[config.mk]
export PLATFORM = sky130hd
export DESIGN_NAME = disk_addr_seq
export DESIGN_NICKNAME = d
export VERILOG_FILES = /design/src/rtl/dseq_pkg.sv /design/src/rtl/dseq_limits.sv /design/src/rtl/dseq_range_chk.sv /design/src/rtl/dseq_stepper.sv /design/src/rtl/disk_addr_seq.sv
export SDC_FILE = /design/constraint.sdc
export NUM_CORES = 1
export LEC_CHECK = 0
export BUFFER_PORTS_ARGS = -buffer_cell sky130_fd_sc_hd__buf_2
export CAP_MARGIN = 25
export CORE_MARGIN = 4
export CORE_UTILIZATION = 56
export DETAILED_ROUTE_END_ITERATION = 8
export PLACE_DENSITY = 0.81
export SLEW_MARGIN = 25
export SYNTH_ARGS = -nofsm -noshare
export SYNTH_HDL_FRONTEND = slang
export SYNTH_SLANG_ARGS = --single-unit
[constraint.sdc]
create_clock -name clk -period 2.2 [get_ports clk]
set_clock_uncertainty 0.15 [all_clocks]
set_input_delay 0.22 -clock clk [delete_from_list [all_inputs] [get_ports clk]]
set_output_delay 0.22 -clock clk [all_outputs]
set_load 0.03 [all_outputs]
[src/rtl/dseq_pkg.sv]
package dseq_pkg;

  localparam int SEC_W = 6;

  typedef enum logic [1:0] {
    GEO_256 = 2'd0,
    GEO_512 = 2'd1,
    GEO_1K  = 2'd2,
    GEO_BAD = 2'd3
  } geo_e;

  typedef enum logic [1:0] {
    ST_IDLE,
    ST_SEEK,
    ST_VERIFY,
    ST_XFER
  } seq_st_e;

  // Highest sector index of a track for a size code (0 for the refused code).
  function automatic logic [SEC_W-1:0] last_sector(input logic [1:0] code);
    logic [SEC_W-1:0] r;
    case (geo_e'(code))
      GEO_256: r = SEC_W'(32);
      GEO_512: r = SEC_W'(17);
      GEO_1K:  r = SEC_W'(8);
      default: r = '0;
    endcase
    return r;
  endfunction

endpackage

[src/rtl/dseq_limits.sv]
module dseq_limits #(
  parameter int CYL_W         = 10,
  parameter int HEAD_W        = 3,
  parameter int DEF_LAST_CYL  = 305,
  parameter int DEF_LAST_HEAD = 3
) (
  input  logic              clk,
  input  logic              rst_ni,
  input  logic              load,
  input  logic [CYL_W-1:0]  new_cyl,
  input  logic [HEAD_W-1:0] new_head,
  output logic [CYL_W-1:0]  lim_cyl,
  output logic [HEAD_W-1:0] lim_head
);

  always_ff @(posedge clk or negedge rst_ni) begin
    if (!rst_ni) begin
      lim_cyl  <= CYL_W'(DEF_LAST_CYL);
      lim_head <= HEAD_W'(DEF_LAST_HEAD);
    end else if (load) begin
      lim_cyl  <= new_cyl;
      lim_head <= new_head;
    end
  end

  // limits move only on a permitted load
  p_lim_hold_r10: assert property (@(posedge clk) disable iff (!rst_ni)
    !load |=> ($stable(lim_cyl) && $stable(lim_head)));

endmodule

[src/rtl/dseq_range_chk.sv]
module dseq_range_chk
  import dseq_pkg::*;
#(
  parameter int CYL_W  = 10,
  parameter int HEAD_W = 3
) (
  input  logic [CYL_W-1:0]  cyl,
  input  logic [HEAD_W-1:0] head,
  input  logic [SEC_W-1:0]  sec,
  input  logic [1:0]        code,
  input  logic [CYL_W-1:0]  lim_cyl,
  input  logic [HEAD_W-1:0] lim_head,
  output logic [SEC_W-1:0]  sec_last,
  output logic              in_range
);

  logic code_ok, cyl_ok, head_ok, sec_ok;

  always_comb begin
    sec_last = last_sector(code);
    code_ok  = (geo_e'(code) != GEO_BAD);
    cyl_ok   = (cyl <= lim_cyl);
    head_ok  = (head <= lim_head);
    sec_ok   = (sec <= sec_last);
    in_range = code_ok && cyl_ok && head_ok && sec_ok;
  end

endmodule

[src/rtl/dseq_stepper.sv]
module dseq_stepper
  import dseq_pkg::*;
#(
  parameter int CYL_W  = 10,
  parameter int HEAD_W = 3
) (
  input  logic [CYL_W-1:0]  cyl,
  input  logic [HEAD_W-1:0] head,
  input  logic [SEC_W-1:0]  sec,
  input  logic [CYL_W-1:0]  lim_cyl,
  input  logic [HEAD_W-1:0] lim_head,
  input  logic [SEC_W-1:0]  sec_last,
  output logic [CYL_W-1:0]  nxt_cyl,
  output logic [HEAD_W-1:0] nxt_head,
  output logic [SEC_W-1:0]  nxt_sec,
  output logic              cyl_move,
  output logic              past_end
);

  always_comb begin
    nxt_cyl  = cyl;
    nxt_head = head;
    nxt_sec  = sec;
    cyl_move = 1'b0;
    past_end = 1'b0;
    if (sec != sec_last) begin
      nxt_sec = sec + 1'b1;
    end else begin
      nxt_sec = '0;
      if (head != lim_head) begin
        nxt_head = head + 1'b1;
      end else begin
        nxt_head = '0;
        if (cyl != lim_cyl) begin
          nxt_cyl  = cyl + 1'b1;
          cyl_move = 1'b1;
        end else begin
          past_end = 1'b1;
        end
      end
    end
  end

endmodule

[src/rtl/disk_addr_seq.sv]
module disk_addr_seq
  import dseq_pkg::*;
#(
  parameter int CYL_W         = 10,
  parameter int HEAD_W        = 3,
  parameter int CNT_W         = 8,
  parameter int DEF_LAST_CYL  = 305,
  parameter int DEF_LAST_HEAD = 3
) (
  input  logic              clk,
  input  logic              rst_n,
  input  logic              cfg_we,
  input  logic [CYL_W-1:0]  cfg_last_cyl,
  input  logic [HEAD_W-1:0] cfg_last_head,
  input  logic              start,
  input  logic [CYL_W-1:0]  start_cyl,
  input  logic [HEAD_W-1:0] start_head,
  input  logic [5:0]        start_sec,
  input  logic [CNT_W-1:0]  start_count,
  input  logic [1:0]        size_code,
  input  logic              blk_done,
  input  logic              seek_done,
  output logic              busy,
  output logic              active,
  output logic              seek_req,
  output logic              verify,
  output logic [CYL_W-1:0]  cur_cyl,
  output logic [HEAD_W-1:0] cur_head,
  output logic [5:0]        cur_sec,
  output logic              done,
  output logic              err
);

  // reset: asserted asynchronously, released on the clock
  logic [1:0] rsync_q;
  logic       rst_ni;

  always_ff @(posedge clk or negedge rst_n) begin
    if (!rst_n) rsync_q <= 2'b00;
    else        rsync_q <= {rsync_q[0], 1'b1};
  end
  assign rst_ni = rsync_q[1];

  seq_st_e           st_q, st_d;
  logic [CYL_W-1:0]  cyl_q, pos_q, lim_cyl, nxt_cyl;
  logic [HEAD_W-1:0] head_q, lim_head, nxt_head;
  logic [SEC_W-1:0]  sec_q, lsec_q, nxt_sec, start_last;
  logic [CNT_W-1:0]  left_q, left_d;
  logic              done_q, done_d, err_q, err_d;
  logic              start_ok, cyl_move, past_end;
  logic              addr_ld, addr_step, pos_ld, cfg_ld, last_blk;

  assign cfg_ld = cfg_we && (st_q == ST_IDLE);

  dseq_limits #(
    .CYL_W(CYL_W), .HEAD_W(HEAD_W),
    .DEF_LAST_CYL(DEF_LAST_CYL), .DEF_LAST_HEAD(DEF_LAST_HEAD)
  ) u_lim (
    .clk(clk), .rst_ni(rst_ni), .load(cfg_ld),
    .new_cyl(cfg_last_cyl), .new_head(cfg_last_head),
    .lim_cyl(lim_cyl), .lim_head(lim_head)
  );

  dseq_range_chk #(.CYL_W(CYL_W), .HEAD_W(HEAD_W)) u_chk (
    .cyl(start_cyl), .head(start_head), .sec(start_sec), .code(size_code),
    .lim_cyl(lim_cyl), .lim_head(lim_head),
    .sec_last(start_last), .in_range(start_ok)
  );

  dseq_stepper #(.CYL_W(CYL_W), .HEAD_W(HEAD_W)) u_step (
    .cyl(cyl_q), .head(head_q), .sec(sec_q),
    .lim_cyl(lim_cyl), .lim_head(lim_head), .sec_last(lsec_q),
    .nxt_cyl(nxt_cyl), .nxt_head(nxt_head), .nxt_sec(nxt_sec),
    .cyl_move(cyl_move), .past_end(past_end)
  );

  // clock enables
  assign last_blk  = (left_q == CNT_W'(1));
  assign addr_ld   = (st_q == ST_IDLE) && start && start_ok && (start_count != '0);
  assign addr_step = (st_q == ST_XFER) && blk_done && !last_blk && !past_end;
  assign pos_ld    = (st_q == ST_SEEK) && seek_done;

  // next state
  always_comb begin
    st_d   = st_q;
    left_d = left_q;
    done_d = done_q;
    err_d  = err_q;
    unique case (st_q)
      ST_IDLE: begin
        if (start) begin
          done_d = 1'b0;
          err_d  = 1'b0;
          if (!start_ok) begin
            err_d = 1'b1;
          end else if (start_count == '0) begin
            done_d = 1'b1;
          end else begin
            left_d = start_count;
            st_d   = (start_cyl != pos_q) ? ST_SEEK : ST_XFER;
          end
        end
      end
      ST_SEEK: begin
        if (seek_done) st_d = ST_VERIFY;
      end
      ST_VERIFY: begin
        st_d = ST_XFER;
      end
      ST_XFER: begin
        if (blk_done) begin
          left_d = left_q - 1'b1;
          if (last_blk) begin
            done_d = 1'b1;
            st_d   = ST_IDLE;
          end else if (past_end) begin
            err_d = 1'b1;
            st_d  = ST_IDLE;
          end else begin
            st_d = cyl_move ? ST_SEEK : ST_XFER;
          end
        end
      end
      default: st_d = ST_IDLE;
    endcase
  end

  // registers
  always_ff @(posedge clk or negedge rst_ni) begin
    if (!rst_ni) begin
      st_q   <= ST_IDLE;
      left_q <= '0;
      done_q <= 1'b0;
      err_q  <= 1'b0;
    end else begin
      st_q   <= st_d;
      left_q <= left_d;
      done_q <= done_d;
      err_q  <= err_d;
    end
  end

  always_ff @(posedge clk or negedge rst_ni) begin
    if (!rst_ni) begin
      cyl_q  <= '0;
      head_q <= '0;
      sec_q  <= '0;
      lsec_q <= '0;
    end else if (addr_ld) begin
      cyl_q  <= start_cyl;
      head_q <= start_head;
      sec_q  <= start_sec;
      lsec_q <= start_last;
    end else if (addr_step) begin
      cyl_q  <= nxt_cyl;
      head_q <= nxt_head;
      sec_q  <= nxt_sec;
    end
  end

  always_ff @(posedge clk or negedge rst_ni) begin
    if (!rst_ni)     pos_q <= '0;
    else if (pos_ld) pos_q <= cyl_q;
  end

  assign busy     = (st_q != ST_IDLE);
  assign active   = (st_q == ST_XFER);
  assign seek_req = (st_q == ST_SEEK);
  assign verify   = (st_q == ST_VERIFY);
  assign cur_cyl  = cyl_q;
  assign cur_head = head_q;
  assign cur_sec  = sec_q;
  assign done     = done_q;
  assign err      = err_q;

  // no block window while a seek is outstanding
  p_seek_no_xfer_r4: assert property (@(posedge clk) disable iff (!rst_ni)
    seek_req |-> !active);

  // seek request held until completion
  p_seek_hold_r6: assert property (@(posedge clk) disable iff (!rst_ni)
    (seek_req && !seek_done) |=> seek_req);

  // completion leads to verify, verify lasts one cycle then window
  p_seek_to_verify_r7: assert property (@(posedge clk) disable iff (!rst_ni)
    (seek_req && seek_done) |=> verify);
  p_verify_once_r7: assert property (@(posedge clk) disable iff (!rst_ni)
    verify |=> (active && !verify));

  // address stays within the limits during a run
  p_addr_bound_r5: assert property (@(posedge clk) disable iff (!rst_ni)
    busy |-> (cur_cyl <= lim_cyl && cur_head <= lim_head && cur_sec <= lsec_q));

  // a run never reports both outcomes
  p_done_err_excl_r8: assert property (@(posedge clk) disable iff (!rst_ni)
    !(done && err));

  // strobes outside the window leave the address alone
  p_idle_blk_r11: assert property (@(posedge clk) disable iff (!rst_ni)
    (!active && blk_done && !(start && !busy))
      |=> ($stable(cur_cyl) && $stable(cur_head) && $stable(cur_sec)));

endmodule

Word-level counts from Yosys, hierarchy flattened
Cells that the tools add are included.

word-level totals
  flip-flop bits (word level) = 62
  output and inout port bits = 25
  word-level logic and storage cells = 113
  input port bits = 48

operators by class
  add/sub/neg operators = 4
  eq/ne operators = 21
  multiplexer cells = 46
  reduce and logical (&&, ||, !) cells = 27
  magnitude comparators = 3

operator list
  cell                                                                    number
  10-bit 2-to-1 mux                                                       5
  8-bit 2-to-1 mux                                                        4
  10-bit != test                                                          2
  2-bit 2-to-1 mux                                                        9
  6-bit 2-to-1 mux                                                        3
  2-bit != test (second input constant)                                   9
  6-bit one-hot mux with 3 select lines                                   1
  1-bit 2-to-1 mux                                                        16
  8-bit one-hot mux with 2 select lines                                   1
  5-bit AND reduction                                                     3
  3-bit 2-to-1 mux                                                        4
  1-bit logical AND                                                       11
  10-bit by 1-bit adder with 10-bit output (second input constant)        1
  10-bit <= comparator                                                    1
  8-bit by 1-bit equality test with 1-bit output (second input constant)  1
  8-bit logical NOT                                                       1
  2-bit one-hot mux with 4 select lines                                   1
  4-bit AND reduction                                                     2
  2-bit nonzero test                                                      4
  8-bit nonzero test                                                      1
  8-bit by 1-bit subtractor with 8-bit output (second input constant)     1
  6-bit by 1-bit adder with 6-bit output (second input constant)          1
  2-bit equality test (second input constant)                             3
  6-bit <= comparator                                                     1
  other kinds (10)                                                        15

Logic depth before layout (Yosys ltp)
  word-level depth = 9
  mapped depth = 10
  gate-level depth less buffers = 8

Modules after synthesis
A second synthesis with hierarchy kept.

unflattened totals
  cell total of the unflattened synthesis = 409
  area, all modules = 4,122.7 µm²

modules (own cells, without submodules)
  module          seq. area each (µm²)  cells an instance  area each (µm²)  instances
  disk_addr_seq   1,226.2               227                2,472.4          1
  dseq_stepper    0.0                   87                 624.3            1
  dseq_limits     332.8                 27                 528.0            1
  dseq_range_chk  0.0                   68                 498.0            1

Least setup slack after synthesis
Ideal clock, no wire load.

  path type = register to register
  start = register u_lim.lim_cyl[5]
  end = register left_q[5]
  period minus slack after synthesis = 2.693 ns
  stages on the path, launching flop included = 11
  required time = 1.924 ns
  setup time = 0.126 ns
  arrival = 2.416 ns
  path slack = -0.493 ns
  path buffers = 2
  cell sequence = dfstp_2 inv_1 ha_1 nand4_1 a211oi_1 a2111oi_2 o2111ai_1 clkbuf_1 clkbuf_1 nor4_1 a311o_1

between the ends
  longest elaborated chain between the ends = 6

ends and longest elaborated chain
  what                             line                  source
  start, declared                  dseq_limits.sv:12     output logic [CYL_W-1:0] lim_cyl,
  start signal, assigned           dseq_limits.sv:18     lim_cyl <= CYL_W'(DEF_LAST_CYL);
  start signal, assigned           dseq_limits.sv:21     lim_cyl <= new_cyl;
  10-bit <= comparator             dseq_range_chk.sv:22  cyl_ok = (cyl <= lim_cyl);
  1-bit logical AND (3 in series)  dseq_range_chk.sv:25  in_range = code_ok && cyl_ok && head_ok && sec_ok;
  2-bit != test (no line)          -
  5-bit AND reduction (no line)    -
  end signal, assigned             disk_addr_seq.sv:137  left_q <= left_d;
  end, declared                    disk_addr_seq.sv:48   logic [CNT_W-1:0] left_q, left_d;

No other way between the ends.
A chain may end at the register's enable or synchronous reset.

Worst setup path after layout
  start = register u_lim.lim_cyl[5]
  end = register cyl_q[6], in the netlist cur_cyl[6]

between the ends
  longest elaborated chain between the ends = 8
  elaborated cells between the ends (all ways) = 18
  classes of those cells = order compare (1); eq/ne (3); mux (4); reduce/logical (10)

ends and longest elaborated chain
  what                                                           line                                      source
  10-bit <= comparator or 10-bit != test (tied branches)         dseq_range_chk.sv:22, dseq_stepper.sv:34
  1-bit logical AND or 1-bit 2-to-1 mux (tied branches)          dseq_range_chk.sv:25, dseq_stepper.sv:34
  1-bit logical AND or 1-bit 2-to-1 mux (tied branches)          dseq_range_chk.sv:25, dseq_stepper.sv:30
  1-bit logical AND or 1-bit 2-to-1 mux (tied branches)          dseq_range_chk.sv:25, dseq_stepper.sv:26
  1-bit logical AND or 1-bit logical NOT (tied branches)         disk_addr_seq.sv:79, disk_addr_seq.sv:80
  1-bit logical AND, on equally long branches                    disk_addr_seq.sv:79, disk_addr_seq.sv:80
  2-bit != test (no line) or 2-bit nonzero test (tied branches)  -
  4-bit AND reduction (no line)                                  -
  end signal, assigned                                           disk_addr_seq.sv:150                      cyl_q <= start_cyl;
  end signal, assigned                                           disk_addr_seq.sv:155                      cyl_q <= nxt_cyl;
  end, declared                                                  disk_addr_seq.sv:45                       logic [CYL_W-1:0] cyl_q, pos_q, lim_cyl, nxt_cyl;

Parallel ways exist; a longest one is shown, timed or not.

==> results.yml <==
timing:
  totalNegativeSetupSlack_ns: -21.08
  worstMarginPinSlew_ns: 0.759
  hold_viol_final: 0
  min_period_ns: 3.08
  grt_setup_unrepaired: "yes"
  slew_headroom_pct: 48.9
  finalCritPeriodShare_pct: 140
  fin_ws_ns: -0.876
  slew_viol_final: 0
  timing.fmax_ghz: 0.325
  setup_viol: 34
critical_path:
  cp_top_family: "compound AO/OA/AOI/OAI gates"
  crit_buf_inv: 3
  cp-start-kind: "flop"
  crit_arrival_ns: 3.13
  crit_fanout: 7
  critPathMaxStageDelay_ns: 0.67
  slowest_stage: "o21ai_0"
  crit_required_ns: 2.26
  crit_top_cell: "buf_4"
  path_cells: "buf_4, xor2_1, nor4_1, buf_4, and3_1, buf_4, or3_1, o21ai_0, a2bb2oi_2"
  crit_path_end_kind: "flop"
  crit_type: "flop to flop"
job:
  drv_cap: 0
grt:
  grt_pass1_vias: 4624
  grt_max_degree: 34
  grt_busiest_layer: "met2"
  antenna_found_initial: 0
  grt_pass1_wl_um: 24700
  overflow: 0
  met1_usage_pct: 43.1
  grt_use_met3_pct: 11.8
  grtUsageTotal_pct: 38.7
  grt_use_met2_pct: 63.3
final_layout:
  mostFrequentLayoutCell: "buf_4"
  drive_gt1_share_pct: 44.4
  layout.nets: 668
  final_cell_mix: "110 x buf_4, 72 x buf_2, 52 x dfrtp_1, 27 x nand2_1"
  utilization_pct: 87.9
  antenna_cells: 0
  area_growth_syn_to_layout_pct: 49.6
  final_area_mm2: 0.00568
outcome:
  outcome: "finished with violations"
  violations: "setup timing"
logic_synthesis:
  syn-cell-area_mm2: 0.00380
  synthFlopType: "dfrtp_1"
  synth.distinct_cells: 62
  yosysWarningCount: 0
  synth_edf_count: 0
  synth_cells: 397
  synthesis.nets: 467
  yosysSeqAreaShare_pct: 39.1
  ys_seq_elements: 59
  syn_avg_cell_area_um2: 9.56
  synthArstFlopShare_pct: 100
placed_design:
  place_congestion: 0.935
  dpl_cell_area_mm2: 0.00504
  dp_hpwl_um: 9060
  io_buffers: 72
die:
  core-area_mm2: 0.00646
  ios: 73
  die_y_um: 90.3
  die_w_um: 90.3
  num_rows: 29
  start_util_pct: 58.8
  fp.dieArea_mm2: 0.00816
route:
  drc: 0
  num_vias: 4712
  dr.pass1.iters: 6
  wl_per_cell_um: 25.4
  drtIter0Drc: 700
  ant_nets: 0
  avgViaCountPerCell: 6.93
  wl_um: 17300
clocking:
  htree_levels: 3
  clkTransAtPathRegs_ns: 0.08
  cts_sinks: 59
  numCtsBuffers: 9
  cts_buffer_depth: 2
  root_buffer: "clkbuf_8"
  cts_tree: "built"
  clock_latency_ns: 0.36
power:
  p_per_area_mw_per_mm2: 1330
  power_uw: 7540
  power_leakage_uw: 0.00274
  max-vdd-ir-drop_v: 0.00123
min_path:
  hold_class: "input port to flop"
area by class of cell:
cell class | instances | area (µm²)
Sequential cell | 59 | 1490
Timing Repair Buffer | 204 | 1420
Tap cell | 77 | 96.3
Multi-Input combinational cell | 299 | 2390
Clock buffer | 11 | 141
Clock inverter | 5 | 52.6
Inverter | 25 | 96.3
Fill cell | 271 | 779
report_power, final:
group	total, µW	leakage (µW)	internal [µW]	switching [µW]
combinational	4480	0.00194	1950	2520
sequential	2000	0.000696	1580	425
clock	1060	0.0000991	549	506
synth_stat cells (all sizes together), types with 2 or more instances:
| library cell | count | area [µm²] |
|---|---|---|
| nor2 | 25 | 93.8 |
| xnor2 | 10 | 87.6 |
| nor4 | 14 | 93.8 |
| ha | 22 | 275 |
| nand4 | 8 | 50.1 |
| mux2 | 22 | 259 |
| dfstp | 6 | 158 |
| nand3 | 10 | 50.1 |
| or2 | 3 | 18.8 |
| nand2 | 27 | 101 |
| o21a | 2 | 15.0 |
| o211ai | 3 | 22.5 |
| and3 | 5 | 31.3 |
| nand2b | 4 | 25.0 |
| nor2b | 3 | 18.8 |
| dfrtp | 53 | 1330 |
| buf | 5 | 31.3 |
| a221o | 3 | 30.0 |
| and2 | 3 | 18.8 |
| a21o | 2 | 15.0 |
| mux2i | 4 | 40.0 |
| nand3b | 2 | 15.0 |
| o31ai | 5 | 37.5 |
| a31oi | 4 | 25.0 |
| or4 | 3 | 22.5 |
| o31a | 2 | 17.5 |
| a22oi | 3 | 22.5 |
| o221a | 4 | 45.0 |
| nor4b | 3 | 26.3 |
| clkbuf | 9 | 33.8 |
| or3 | 5 | 31.3 |
| a21oi | 25 | 125 |
| inv | 25 | 93.8 |
| xor2 | 24 | 210 |
| nor3 | 7 | 40.0 |
| or4b | 2 | 20.0 |
| o21ai | 23 | 115 |
sequential cells by signal, summed over array words and instances, names as in the netlist:
name	count
cur_cyl	10
cur_head	3
cur_sec	6
done	1
err	1
left_q	8
lsec_q	3
pos_q	10
rsync_q	2
st_q	2
u_lim.lim_cyl	10
u_lim.lim_head	3
through the flow:
stage / setup WS (ns) / hold WS (ns) / std cells
finish: -0.876 / 0.0101 / 680
global route: -0.937 / 0.0166 / 680
CTS: -0.566 / 0.00212 / 675
detailed placement: -0.711 / -0.143 / 642
global placement: -0.613 / -0.144 / 642
floorplan: -0.447 / -0.226 / 397
path summary, 6_finish.rpt:
kind,cells after the start,startpoint,to,slack (ns)
max,9,u_lim.lim_cyl[5],cur_cyl[6],-0.88
min,2,start_count[1],left_q[1],0.01
max reg2reg,9,u_lim.lim_cyl[5],cur_cyl[6],-0.88
min reg2reg,1,rsync_q[1],cur_head[1],0.13
max in group asynchronous,1,rsync_q[1],u_lim.lim_cyl[8],1.39
min in group asynchronous,2,rst_n,rsync_q[1],0.04
repair_timing:
action	in CTS	in global routing
hold buffers	14	0
buffers inserted	3	4
cloned	0	1
endpoints found under the hold margin	15	0
resized for setup	26	23
endpoints found under the setup margin	34	34
pin swaps	6	9
per-layer routing:
metal  vias up  wire, µm
met5         -         0
li1       1862         -
met3       206      2240
met4         0      1800
met1      2132      5670
met2       512      7560
logic make-up after synthesis:
family | count (synthesis) | synth area share (%)
compound gates | 91 | 16.1
xor+xnor | 34 | 7.84
fa+ha+maj | 22 | 7.25
buf+inv | 39 | 4.19
flops | 59 | 39.1
mux | 26 | 7.88
other cells | 1 | 0.0988
simple gates | 125 | 17.5
Power figures use the tool's default switching activity.
